[src/rtl/pwmq_pkg.sv]
package pwmq_pkg;

    localparam logic [1:0] A_CTRL = 2'd0;
    localparam logic [1:0] A_STAT = 2'd1;
    localparam logic [1:0] A_SMPL = 2'd2;
    localparam logic [1:0] A_PER  = 2'd3;

    localparam int CB_EN     = 0;
    localparam int CB_SRST   = 1;
    localparam int CB_SEL    = 2;
    localparam int CB_DOZE   = 4;
    localparam int CB_WAIT   = 5;
    localparam int CB_DBG    = 6;
    localparam int CB_PRE    = 8;

    typedef enum logic [1:0] {
        ST_OFF  = 2'd0,
        ST_RUN  = 2'd1,
        ST_HOLD = 2'd2
    } core_st_t;

    typedef enum logic {
        SR_IDLE = 1'b0,
        SR_BUSY = 1'b1
    } sr_st_t;

endpackage

[src/rtl/pwmq_fifo.sv]
module pwmq_fifo #(
    parameter int W     = 16,
    parameter int DEPTH = 4,
    localparam int AW   = $clog2(DEPTH),
    localparam int CW   = $clog2(DEPTH + 1)
) (
    input  logic          clk,
    input  logic          rst_n,
    input  logic          flush,
    input  logic          push,
    input  logic [W-1:0]  push_data,
    input  logic          pop,
    output logic [W-1:0]  head_o,
    output logic          empty_o,
    output logic          full_o,
    output logic [CW-1:0] count_o
);

    logic [W-1:0]  mem_q [DEPTH];
    logic [AW-1:0] wp_q, rp_q;
    logic [CW-1:0] cnt_q;
    logic          push_ok, pop_ok;

    assign full_o  = (cnt_q == CW'(DEPTH));
    assign empty_o = (cnt_q == '0);
    assign push_ok = push && !full_o;
    assign pop_ok  = pop && !empty_o;
    assign head_o  = mem_q[rp_q];
    assign count_o = cnt_q;

    function automatic logic [AW-1:0] step(input logic [AW-1:0] p);
        return (p == AW'(DEPTH - 1)) ? '0 : p + AW'(1);
    endfunction

    always_ff @(posedge clk or negedge rst_n) begin
        if (!rst_n) begin
            wp_q  <= '0;
            rp_q  <= '0;
            cnt_q <= '0;
        end else if (flush) begin
            wp_q  <= '0;
            rp_q  <= '0;
            cnt_q <= '0;
        end else begin
            if (push_ok) wp_q <= step(wp_q);
            if (pop_ok)  rp_q <= step(rp_q);
            unique case ({push_ok, pop_ok})
                2'b10:   cnt_q <= cnt_q + CW'(1);
                2'b01:   cnt_q <= cnt_q - CW'(1);
                default: cnt_q <= cnt_q;
            endcase
        end
    end

    always_ff @(posedge clk) begin
        if (push_ok) mem_q[wp_q] <= push_data;
    end

    AST_FIFO_BOUND: assert property (@(posedge clk) disable iff (!rst_n)
        cnt_q <= CW'(DEPTH));

    AST_FULL_DROP: assert property (@(posedge clk) disable iff (!rst_n)
        (push && full_o && !pop && !flush) |=> (cnt_q == CW'(DEPTH)));

endmodule

[src/rtl/pwmq_prescale.sv]
module pwmq_prescale #(
    parameter int PRE_W = 12
) (
    input  logic             clk,
    input  logic             rst_n,
    input  logic             clr,
    input  logic [1:0]       sel,
    input  logic             ext_tick,
    input  logic             stall,
    input  logic [PRE_W-1:0] div,
    output logic             tick_o
);

    logic             src;
    logic             adv;
    logic [PRE_W-1:0] pcnt_q;

    always_comb begin
        unique case (sel)
            2'd0:    src = 1'b0;
            2'd1:    src = 1'b1;
            default: src = ext_tick;
        endcase
    end

    assign adv    = src && !stall && !clr;
    assign tick_o = adv && (pcnt_q >= div);

    always_ff @(posedge clk or negedge rst_n) begin
        if (!rst_n)      pcnt_q <= '0;
        else if (clr)    pcnt_q <= '0;
        else if (tick_o) pcnt_q <= '0;
        else if (adv)    pcnt_q <= pcnt_q + PRE_W'(1);
    end

    AST_PRE_LIMIT: assert property (@(posedge clk) disable iff (!rst_n)
        (adv && !tick_o) |=> (pcnt_q <= div || $past(div) != div));

endmodule

[src/rtl/pwmq_core.sv]
module pwmq_core
    import pwmq_pkg::*;
#(
    parameter int PW = 16,
    localparam int CNTW = PW + 1
) (
    input  logic          clk,
    input  logic          rst_n,
    input  logic          clr,
    input  logic          en,
    input  logic          freeze,
    input  logic          tick,
    input  logic [PW-1:0] per,
    input  logic          fifo_empty,
    input  logic [PW-1:0] fifo_head,
    output logic          pop_o,
    output logic          run_o,
    output logic [PW-1:0] smpl_o,
    output logic          pwm_o
);

    core_st_t        st_q, st_d;
    logic [CNTW-1:0] cnt_q;
    logic [PW-1:0]   act_per_q, act_smp_q;
    logic            wrap, start;

    assign wrap  = (cnt_q == ({1'b0, act_per_q} + CNTW'(1)));
    assign start = en && ((st_q == ST_OFF) || (st_q == ST_RUN && tick && wrap));

    always_comb begin
        st_d = st_q;
        unique case (st_q)
            ST_OFF:  if (en) st_d = ST_RUN;
            ST_RUN:  if (!en) st_d = ST_OFF;
                     else if (freeze) st_d = ST_HOLD;
            ST_HOLD: if (!en) st_d = ST_OFF;
                     else if (!freeze) st_d = ST_RUN;
            default: st_d = ST_OFF;
        endcase
    end

    always_ff @(posedge clk or negedge rst_n) begin
        if (!rst_n)   st_q <= ST_OFF;
        else if (clr) st_q <= ST_OFF;
        else          st_q <= st_d;
    end

    always_ff @(posedge clk or negedge rst_n) begin
        if (!rst_n) begin
            cnt_q     <= '0;
            act_per_q <= '0;
            act_smp_q <= '0;
        end else if (clr) begin
            cnt_q     <= '0;
            act_per_q <= '0;
            act_smp_q <= '0;
        end else if (start) begin
            cnt_q     <= '0;
            act_per_q <= per;
            if (!fifo_empty) act_smp_q <= fifo_head;
        end else if (!en || st_q == ST_OFF) begin
            cnt_q <= '0;
        end else if (st_q == ST_RUN && tick) begin
            cnt_q <= cnt_q + CNTW'(1);
        end
    end

    always_comb begin
        pop_o  = start && !fifo_empty;
        run_o  = (st_q != ST_OFF);
        smpl_o = act_smp_q;
        pwm_o  = (st_q != ST_OFF) && (cnt_q < {1'b0, act_smp_q});
    end

    AST_OFF_LOW: assert property (@(posedge clk) disable iff (!rst_n)
        !en |=> !pwm_o);

    AST_CNT_RANGE: assert property (@(posedge clk) disable iff (!rst_n)
        (st_q == ST_RUN) |-> (cnt_q <= {1'b0, act_per_q} + CNTW'(1)));

    AST_START_ZERO: assert property (@(posedge clk) disable iff (!rst_n)
        (pop_o && !clr) |=> (cnt_q == '0));

    AST_HOLD_STILL: assert property (@(posedge clk) disable iff (!rst_n)
        (st_q == ST_HOLD && en && freeze && !clr) |=> $stable(cnt_q));

endmodule

[src/rtl/pwmq_top.sv]
module pwmq_top
    import pwmq_pkg::*;
#(
    parameter int DW      = 32,
    parameter int PW      = 16,
    parameter int PRE_W   = 12,
    parameter int DEPTH   = 4,
    parameter int RST_CYC = 4,
    localparam int CW     = $clog2(DEPTH + 1),
    localparam int RCW    = $clog2(RST_CYC + 1)
) (
    input  logic          clk,
    input  logic          rst_n,
    input  logic          bus_wr,
    input  logic [1:0]    bus_addr,
    input  logic [DW-1:0] bus_wdata,
    output logic [DW-1:0] bus_rdata,
    input  logic          ext_tick,
    input  logic          doze_req,
    input  logic          wait_req,
    input  logic          dbg_req,
    output logic          pwm_o
);

    sr_st_t           sr_q, sr_d;
    logic [RCW-1:0]   rcnt_q;
    logic             busy;

    logic             en_q, doze_run_q, wait_run_q, dbg_run_q, ovf_q;
    logic [1:0]       sel_q;
    logic [PRE_W-1:0] pre_q;
    logic [PW-1:0]    per_q;

    logic             wr_ok, wr_ctrl, wr_stat, wr_smpl, wr_per, srst_req;
    logic             freeze, tick, core_run, pop;
    logic             f_empty, f_full;
    logic [CW-1:0]    f_cnt;
    logic [PW-1:0]    f_head, smpl_act;
    logic             unused_wbits;

    assign busy     = (sr_q == SR_BUSY);
    assign wr_ok    = bus_wr && !busy;
    assign wr_ctrl  = wr_ok && (bus_addr == A_CTRL);
    assign wr_stat  = wr_ok && (bus_addr == A_STAT);
    assign wr_smpl  = wr_ok && (bus_addr == A_SMPL);
    assign wr_per   = wr_ok && (bus_addr == A_PER);
    assign srst_req = wr_ctrl && bus_wdata[CB_SRST];
    assign unused_wbits = ^{bus_wdata[DW-1:CB_PRE+PRE_W], bus_wdata[7]};

    always_comb begin
        sr_d = sr_q;
        unique case (sr_q)
            SR_IDLE: if (srst_req) sr_d = SR_BUSY;
            SR_BUSY: if (rcnt_q == RCW'(RST_CYC - 1)) sr_d = SR_IDLE;
            default: sr_d = SR_IDLE;
        endcase
    end

    always_ff @(posedge clk or negedge rst_n) begin
        if (!rst_n) begin
            sr_q   <= SR_IDLE;
            rcnt_q <= '0;
        end else begin
            sr_q   <= sr_d;
            rcnt_q <= (sr_q == SR_BUSY && sr_d == SR_BUSY) ? rcnt_q + RCW'(1) : '0;
        end
    end

    always_ff @(posedge clk or negedge rst_n) begin
        if (!rst_n) begin
            en_q <= 1'b0; sel_q <= '0; pre_q <= '0;
            doze_run_q <= 1'b0; wait_run_q <= 1'b0; dbg_run_q <= 1'b0;
            per_q <= '0; ovf_q <= 1'b0;
        end else if (busy || srst_req) begin
            en_q <= 1'b0; sel_q <= '0; pre_q <= '0;
            doze_run_q <= 1'b0; wait_run_q <= 1'b0; dbg_run_q <= 1'b0;
            per_q <= '0; ovf_q <= 1'b0;
        end else begin
            if (wr_ctrl) begin
                en_q       <= bus_wdata[CB_EN];
                sel_q      <= bus_wdata[CB_SEL +: 2];
                doze_run_q <= bus_wdata[CB_DOZE];
                wait_run_q <= bus_wdata[CB_WAIT];
                dbg_run_q  <= bus_wdata[CB_DBG];
                pre_q      <= bus_wdata[CB_PRE +: PRE_W];
            end
            if (wr_per) per_q <= bus_wdata[PW-1:0];
            if (wr_smpl && f_full)           ovf_q <= 1'b1;
            else if (wr_stat && bus_wdata[CW]) ovf_q <= 1'b0;
        end
    end

    always_comb begin
        bus_rdata = '0;
        unique case (bus_addr)
            A_CTRL: begin
                bus_rdata[CB_EN]            = en_q;
                bus_rdata[CB_SRST]          = busy;
                bus_rdata[CB_SEL +: 2]      = sel_q;
                bus_rdata[CB_DOZE]          = doze_run_q;
                bus_rdata[CB_WAIT]          = wait_run_q;
                bus_rdata[CB_DBG]           = dbg_run_q;
                bus_rdata[CB_PRE +: PRE_W]  = pre_q;
            end
            A_STAT: begin
                bus_rdata[CW-1:0] = f_cnt;
                bus_rdata[CW]     = ovf_q;
            end
            A_SMPL:  bus_rdata[PW-1:0] = smpl_act;
            default: bus_rdata[PW-1:0] = per_q;
        endcase
    end

    assign freeze = (doze_req && !doze_run_q) ||
                    (wait_req && !wait_run_q) ||
                    (dbg_req  && !dbg_run_q);

    pwmq_fifo #(.W(PW), .DEPTH(DEPTH)) u_fifo (
        .clk       (clk),
        .rst_n     (rst_n),
        .flush     (busy),
        .push      (wr_smpl),
        .push_data (bus_wdata[PW-1:0]),
        .pop       (pop),
        .head_o    (f_head),
        .empty_o   (f_empty),
        .full_o    (f_full),
        .count_o   (f_cnt)
    );

    pwmq_prescale #(.PRE_W(PRE_W)) u_pre (
        .clk      (clk),
        .rst_n    (rst_n),
        .clr      (busy || !core_run),
        .sel      (sel_q),
        .ext_tick (ext_tick),
        .stall    (freeze),
        .div      (pre_q),
        .tick_o   (tick)
    );

    pwmq_core #(.PW(PW)) u_core (
        .clk        (clk),
        .rst_n      (rst_n),
        .clr        (busy),
        .en         (en_q),
        .freeze     (freeze),
        .tick       (tick),
        .per        (per_q),
        .fifo_empty (f_empty),
        .fifo_head  (f_head),
        .pop_o      (pop),
        .run_o      (core_run),
        .smpl_o     (smpl_act),
        .pwm_o      (pwm_o)
    );

    AST_SRST_FLUSH: assert property (@(posedge clk) disable iff (!rst_n)
        $rose(busy) |=> (f_cnt == '0));

    AST_SRST_BOUND: assert property (@(posedge clk) disable iff (!rst_n)
        busy |-> (rcnt_q < RCW'(RST_CYC)));

    AST_BUSY_NO_PUSH: assert property (@(posedge clk) disable iff (!rst_n)
        (busy && $past(busy)) |-> (f_cnt == '0));

endmodule

[config.mk]
export PLATFORM = sky130hd
export DESIGN_NAME = pwmq_top
export DESIGN_NICKNAME = d
export VERILOG_FILES = /design/src/rtl/pwmq_pkg.sv /design/src/rtl/pwmq_fifo.sv /design/src/rtl/pwmq_prescale.sv /design/src/rtl/pwmq_core.sv /design/src/rtl/pwmq_top.sv
export SDC_FILE = /design/constraint.sdc
export NUM_CORES = 1
export LEC_CHECK = 0
export CAP_MARGIN = 20
export CORE_MARGIN = 8
export CORE_UTILIZATION = 30
export DETAILED_ROUTE_END_ITERATION = 16
export DONT_BUFFER_PORTS = 1
export PLACE_DENSITY = 0.4
export SLEW_MARGIN = 20
export SYNTH_ARGS = -nofsm -noshare
export SYNTH_HDL_FRONTEND = slang
export SYNTH_SLANG_ARGS = --single-unit
[constraint.sdc]
create_clock -name clk -period 4.5 [get_ports clk]
set_input_delay 0.225 -clock clk [delete_from_list [all_inputs] [get_ports clk]]
set_output_delay 0.225 -clock clk [all_outputs]
set_load 0.02 [all_outputs]
==> results.toml, run 1 <==
[power_and_ir_drop]
power_frac_comb = 0.180
switching_share = 0.3324
vdd_drop_max_mv = 0.2303
p_per_area_nw_per_um2 = 408.7
total_power_mw = 4.110
seq_power_share = 0.456
pwr-share-clk = 0.363
p_leak_nw = 3.891
p_int_mw = 2.744
power.switching_mw = 1.366

[global_route]
groute.layer.met1.usage = 0.1887
grt_pass1_vias = 6204
antenna_found_initial = 1
gr-usage-all-layers = 0.1362
grt_max_degree = 110
grt.overflow.total = 0
busiest_layer = "met2"
grt_pass1_wl_um = 37690
use_met3 = 0.02015
grtUsageMet2 = 0.2190

[die]
initial_core_util = 0.3030
die_y_um = 188.8
core_area_um2 = 29560
dieArea_um2 = 35640
boundaryPins = 74
rows = 63
fp.dieW_um = 188.8

[synthesis]
netlist_instances = 823
yosysTopAreaCell = "dfrtp_1"
synth-edff-count = 64
netlist.area_leader.share = 0.3045
synth-simple-area-share = 0.1590
synth_compound_area_frac = 0.1016
synth_xor_area_frac = 0.03883
async_reset_ff_frac = 0.6301
yosysWarnings = 0
synth_cell_types = 68
ys.flop_type = "dfrtp_1"
synthMuxAreaShare = 0.07613
yosys-top-cells-area = "dfrtp_1, edfxtp_1, nand2_1"
ys_ff_latch = 173
yosysSeqAreaShare = 0.5191
synth_top_family_by_area = "simple AND/OR/NAND/NOR gates"
netlist_area_um2 = 8957
synthAdderAreaFrac = 0.05504
synth.avg_cell_area_um2 = 10.88

[timing]
drv_slew = 0
finalSetupViolations = 0
fmax_mhz = 276.3
clock_skew_ns = 0.01529
grt_setup_unrepaired = "false"
fin_crit_sh = 0.8043
hold_ws_ns = 0.07053
hold_viol_final = 0
period_minus_slack_ns = 3.619
setup-tns-final_ns = 0
tightest_slew_ns = 1.009
max-slew-margin-rel = 0.3248

[final_layout]
syn_to_final_growth_pct = 12.26
final_cell_area_um2 = 10060
antenna_cells = 0
layout_commonest_cell = "nand2_1"
final_nets = 906
drive_above_1_share = 0.08452
final_cell_mix = "nand2_1, dfrtp_1, edfxtp_1"
final_cells = 1230

[clock_network]
cts_resized = 0
cts_buffers = 17
holdBufCountCts = 23
postCtsSetupRepairBufs = 0
ctsLongestPathBuffers = 2
clk_latency_ns = 0.43
cts_max_level = 4
clock-root-buffer = "clkbuf_16"
cts_sinks = 173
cts_tree = "built"
clkTransAtPathRegs_ns = 0.07

[setup_path]
critical_path.startpoint = "u_pre.pcnt_q[9]"
crit_path_max_incr_delay_ns = 0.43
critPathBufInv = 0
reg2reg_depth = 12
slowest_stage = "dfrtp_1"
cp_cell_sequence = "ha_1, a21o_1, a211o_1, a2111oi_0, o31ai_1, and3_1, a31oi_1, nor2_1, fa_1, nor3b_1, nand3_1, o2111ai_1"
critPathMaxFanout = 8
endpoint_kind = "flip-flop"
worst-endpoint-required_ns = 4.79
crit_family = "compound AO/OA/AOI/OAI gates"
cp.arrival_ns = 3.91
cp-start-kind = "flip-flop"
worst-path-stages = 12
r2r-start = "u_pre.pcnt_q[9]"
worst-setup-path-type = "flip-flop to flip-flop"

[placed_design]
globalplace.congestion = 0.8346
io_buffers = 0
placed_cell_area_um2 = 9215
dp_cells = 1175
dp_hpwl_um = 16960

[detailed_routing]
drt_pass1_iterations = 5
wire_per_inst_um = 19.32
routed_wl_um = 23760
drt_iter0_drc = 435
drc = 0
num_vias = 6110
routed_via_density = 4.967
ant_nets = 0

[hold_path]
hold_start = "bus_wr"
hold_path.class = "input port to flip-flop"
hold_depth = 3

[job]
maxCapViolations = 0

[run_status]
status = "completed"
## synthesized netlist by cell type, types with 3 or more instances
| cell type | number |
|---|---|
| xnor2_1 | 25 |
| nand2b_1 | 13 |
| nor2_1 | 55 |
| inv_1 | 39 |
| nand2_1 | 127 |
| mux2i_1 | 22 |
| nand3b_1 | 4 |
| a31oi_1 | 4 |
| dfrtp_1 | 109 |
| buf_1 | 4 |
| nor3_1 | 20 |
| and2_1 | 6 |
| nor4_1 | 4 |
| buf_2 | 4 |
| nand4_1 | 10 |
| and3_1 | 17 |
| o21ai_0 | 52 |
| xor2_1 | 12 |
| nor3b_1 | 3 |
| a21o_1 | 8 |
| nor2b_1 | 5 |
| or3_1 | 3 |
| a22o_1 | 27 |
| nand3_1 | 11 |
| a21oi_1 | 30 |
| edfxtp_1 | 64 |
| mux4_2 | 20 |
| ha_1 | 37 |
| clkbuf_1 | 27 |
| buf_4 | 14 |
## worst reg2reg max path, stage by stage, from the launching register on
cell	delay [ns]
dfrtp_1	0.43
ha_1	0.30
a21o_1	0.18
a211o_1	0.30
a2111oi_0	0.39
o31ai_1	0.23
and3_1	0.35
a31oi_1	0.42
nor2_1	0.13
fa_1	0.41
nor3b_1	0.16
nand3_1	0.10
o2111ai_1	0.09
## power groups by stage
| stage | clock network [mW] | logic (mW) | registers, mW |
|---|---|---|---|
| floorplan | 0 | 0.558 | 1.85 |
| global placement | 0 | 0.690 | 1.90 |
| detailed placement | 0 | 0.699 | 1.91 |
| CTS | 1.53 | 0.756 | 1.88 |
| global route | 1.60 | 0.834 | 1.89 |
| finish | 1.49 | 0.742 | 1.88 |
## kinds of logic (layout without fill, tap and decap cells)
family	Yosys count	in the layout
and+or+nand+nor	296	296
xor gates and xnor gates	38	38
other	1	12
AOI/OAI and AO/OA	141	141
adders and majority gates	39	39
buffers and inverters	92	98
DFF	173	173
muxes	43	43
## path summary, 6_finish.rpt
path	to	slack, ns
max in group asynchronous	per_q[15]	3.59
min in group asynchronous	u_core.act_per_q[5]	0.41
min	pre_q[9]	0.07
max	u_fifo.count_o[2]	0.88
max reg2reg	u_fifo.count_o[2]	0.88
min reg2reg	rcnt_q[0]	0.44
## per-layer routing
layer	vias to the layer above	wire length [um]
met5	-	0
met4	0	342
met3	21	537
met2	79	11120
met1	3109	11770
li1	2901	-
## registers in the layout, indices dropped and copies added (netlist names), 3 cells and up
register          cells
u_fifo.mem_q         64
u_core.act_per_q     16
per_q                16
u_pre.pcnt_q         12
pre_q                12
u_core.smpl_o        16
rcnt_q                3
u_fifo.count_o        3
u_core.cnt_q         17
## final cells by class
cell class / count / area, um2
flip-flops and latches: 173 / 4649
multi-input cells: 569 / 3901
repair buffers: 27 / 277.8
clock inverters: 14 / 163.9
well taps: 390 / 488.0
fillers: 2978 / 19500
clock buffers: 18 / 429.2
inverters: 39 / 146.4
## metrics by stage
step / util / worst slack [ns]
2_1_floorplan: - / 1.334
6_report: 0.3402 / 0.8805
3_5_place_dp: 0.3117 / 0.8423
3_3_place_gp: 0.3117 / 0.8987
5_1_grt: 0.3402 / 0.5017
4_1_cts: 0.3402 / 0.8154
Note: power is estimated with default switching activity, not from simulation.
==> run 2, diff against run 1 <==
- clock period: 4.5 -> 3.5 ns (I/O delays scaled with it)
==> results.toml, run 2 (synthesized netlist as in run 1, its figures left out) <==
[global_route]
grt_pass1_vias = 6320
grt_max_degree = 110
grt.overflow.total = 0
antenna_found_initial = 0
gr-usage-all-layers = 0.1383
grt_pass1_wl_um = 38100

[power_and_ir_drop]
seq_power_share = 0.439
p_per_area_nw_per_um2 = 531.5
power.switching_mw = 1.758
total_power_mw = 5.472
power_frac_comb = 0.185
p_leak_nw = 4.047
vdd_drop_max_mv = 0.3648
p_int_mw = 3.714
pwr-share-clk = 0.376
switching_share = 0.3212

[timing]
max-slew-margin-rel = 0.4199
tightest_slew_ns = 0.8702
setup-tns-final_ns = 0
fin_crit_sh = 0.9288
clock_skew_ns = 0.01256
hold_viol_final = 0
drv_slew = 0
fmax_mhz = 307.6
grt_setup_unrepaired = "false"
period_minus_slack_ns = 3.251
finalSetupViolations = 0

[clock_network]
cts_max_level = 4
cts_sinks = 173
ctsLongestPathBuffers = 2
clock-root-buffer = "clkbuf_16"
clk_latency_ns = 0.43
clkTransAtPathRegs_ns = 0.08
cts_buffers = 17
postCtsSetupRepairBufs = 0
cts_tree = "built"

[die]
core_area_um2 = 29560
boundaryPins = 74
die_y_um = 188.8
dieArea_um2 = 35640
rows = 63
initial_core_util = 0.3030
fp.dieW_um = 188.8

[detailed_routing]
routed_via_density = 4.928
num_vias = 6180
wire_per_inst_um = 19.13
routed_wl_um = 23990
ant_nets = 0
drt_iter0_drc = 359
drc = 0
drt_pass1_iterations = 5

[final_layout]
final_cell_area_um2 = 10290
largest_reg_flops = 64
layout_commonest_cell = "nand2_1"
reg.largest.list = "u_fifo.mem_q (64), u_core.cnt_q (17)"
syn_to_final_growth_pct = 14.93
final_cells = 1254
final_cell_mix = "nand2_1, dfrtp_1, edfxtp_1"
drive_above_1_share = 0.1065
largest_register = "u_fifo.mem_q"
antenna_cells = 0
final_nets = 930

[run_status]
status = "completed"

[setup_path]
critPathBufInv = 1
slowest_stage = "dfrtp_1"
cp-start-kind = "flip-flop"
worst-endpoint-required_ns = 3.81
cp_cell_sequence = "ha_1, a21o_1, a211o_1, a2111oi_1, o31ai_1, and3_1, buf_4, a31o_4, xnor2_1, mux2_1"
crit_path_max_incr_delay_ns = 0.43
worst-setup-path-type = "flip-flop to flip-flop"
crit_family = "compound AO/OA/AOI/OAI gates"
cp.arrival_ns = 3.56
critPathMaxFanout = 8
endpoint_kind = "flip-flop"

[job]
maxCapViolations = 0

[placed_design]
placed_cell_area_um2 = 9358
globalplace.congestion = 0.7818
dp_cells = 1194
dp_hpwl_um = 17320
io_buffers = 0

[hold_path]
hold_path.class = "input port to flip-flop"
run 2: changes by cell type in the layout (fill, tap and decap cells not counted), moves of 2 or more:
cell,delta
bufinv_16,+2
clkinv_4,+2
dlygate4sd3_1,+5
inv_8,+2
clkinv_8,-3
buf_4,+19
inv_6,-2
run 2: layout make-up:
type / instances / area (um2)
Inverter: 39 / 146.4
Fill cell: 2964 / 19260
Sequential cell: 173 / 4649
Clock buffer: 17 / 425.4
Multi-Input combinational cell: 569 / 3909
Tap cell: 390 / 488.0
Timing Repair Buffer: 51 / 470.5
Clock inverter: 15 / 206.4
run 2: power by group through the flow:
stage | combinational (mW) | clock, mW | sequential [mW]
final | 1.01 | 2.06 | 2.40
after global routing | 1.13 | 2.21 | 2.42
after CTS | 1.03 | 2.12 | 2.40
after detailed placement | 0.953 | 0 | 2.44
after global placement | 0.936 | 0 | 2.44
after floorplan | 0.717 | 0 | 2.38
run 2: final timing paths:
kind	from	cells past startpoint	endpoint	slack [ns]
max reg2reg	u_pre.pcnt_q[9]	10	u_fifo.count_o[0]	0.25
min	bus_addr[0]	3	ovf_q	0.02
max	u_pre.pcnt_q[9]	10	u_fifo.count_o[0]	0.25
max in group asynchronous	rst_n	2	u_core.act_per_q[1]	2.62
min reg2reg	rcnt_q[0]	1	rcnt_q[0]	0.45
min in group asynchronous	rst_n	2	u_core.cnt_q[15]	0.39
run 2: repair_timing:
action,in CTS,in global routing
hold endpoints to repair,208,0
resized for setup,0,2
hold buffers,28,0
setup endpoints to repair,0,1
run 2: routing by layer:
metal	vias up	global-route usage	part of all wire
li1	2951	-	-
met1	3104	0.1849	0.47
met2	107	0.2225	0.48
met3	18	0.03050	0.034
met4	0	0.03788	0.014
met5	-	0	0
run 2: metrics by stage:
step | setup WS [ns] | utilization | hold slack [ns]
2_1_floorplan | 0.3344 | - | -0.1206
3_3_place_gp | 0.2200 | 0.3166 | -0.1118
3_5_place_dp | 0.1578 | 0.3166 | -0.1121
4_1_cts | 0.1310 | 0.3480 | 0.0002462
5_1_grt | 0.03114 | 0.3483 | 0.03765
6_report | 0.2492 | 0.3483 | 0.02129
run 2: worst register-to-register path, stage by stage (launching register included):
cell       delay [ns]
dfrtp_1          0.43
ha_1             0.30
a21o_1           0.18
a211o_1          0.31
a2111oi_1        0.36
o31ai_1          0.19
and3_1           0.23
buf_4            0.18
a31o_4           0.30
xnor2_1          0.30
mux2_1           0.36
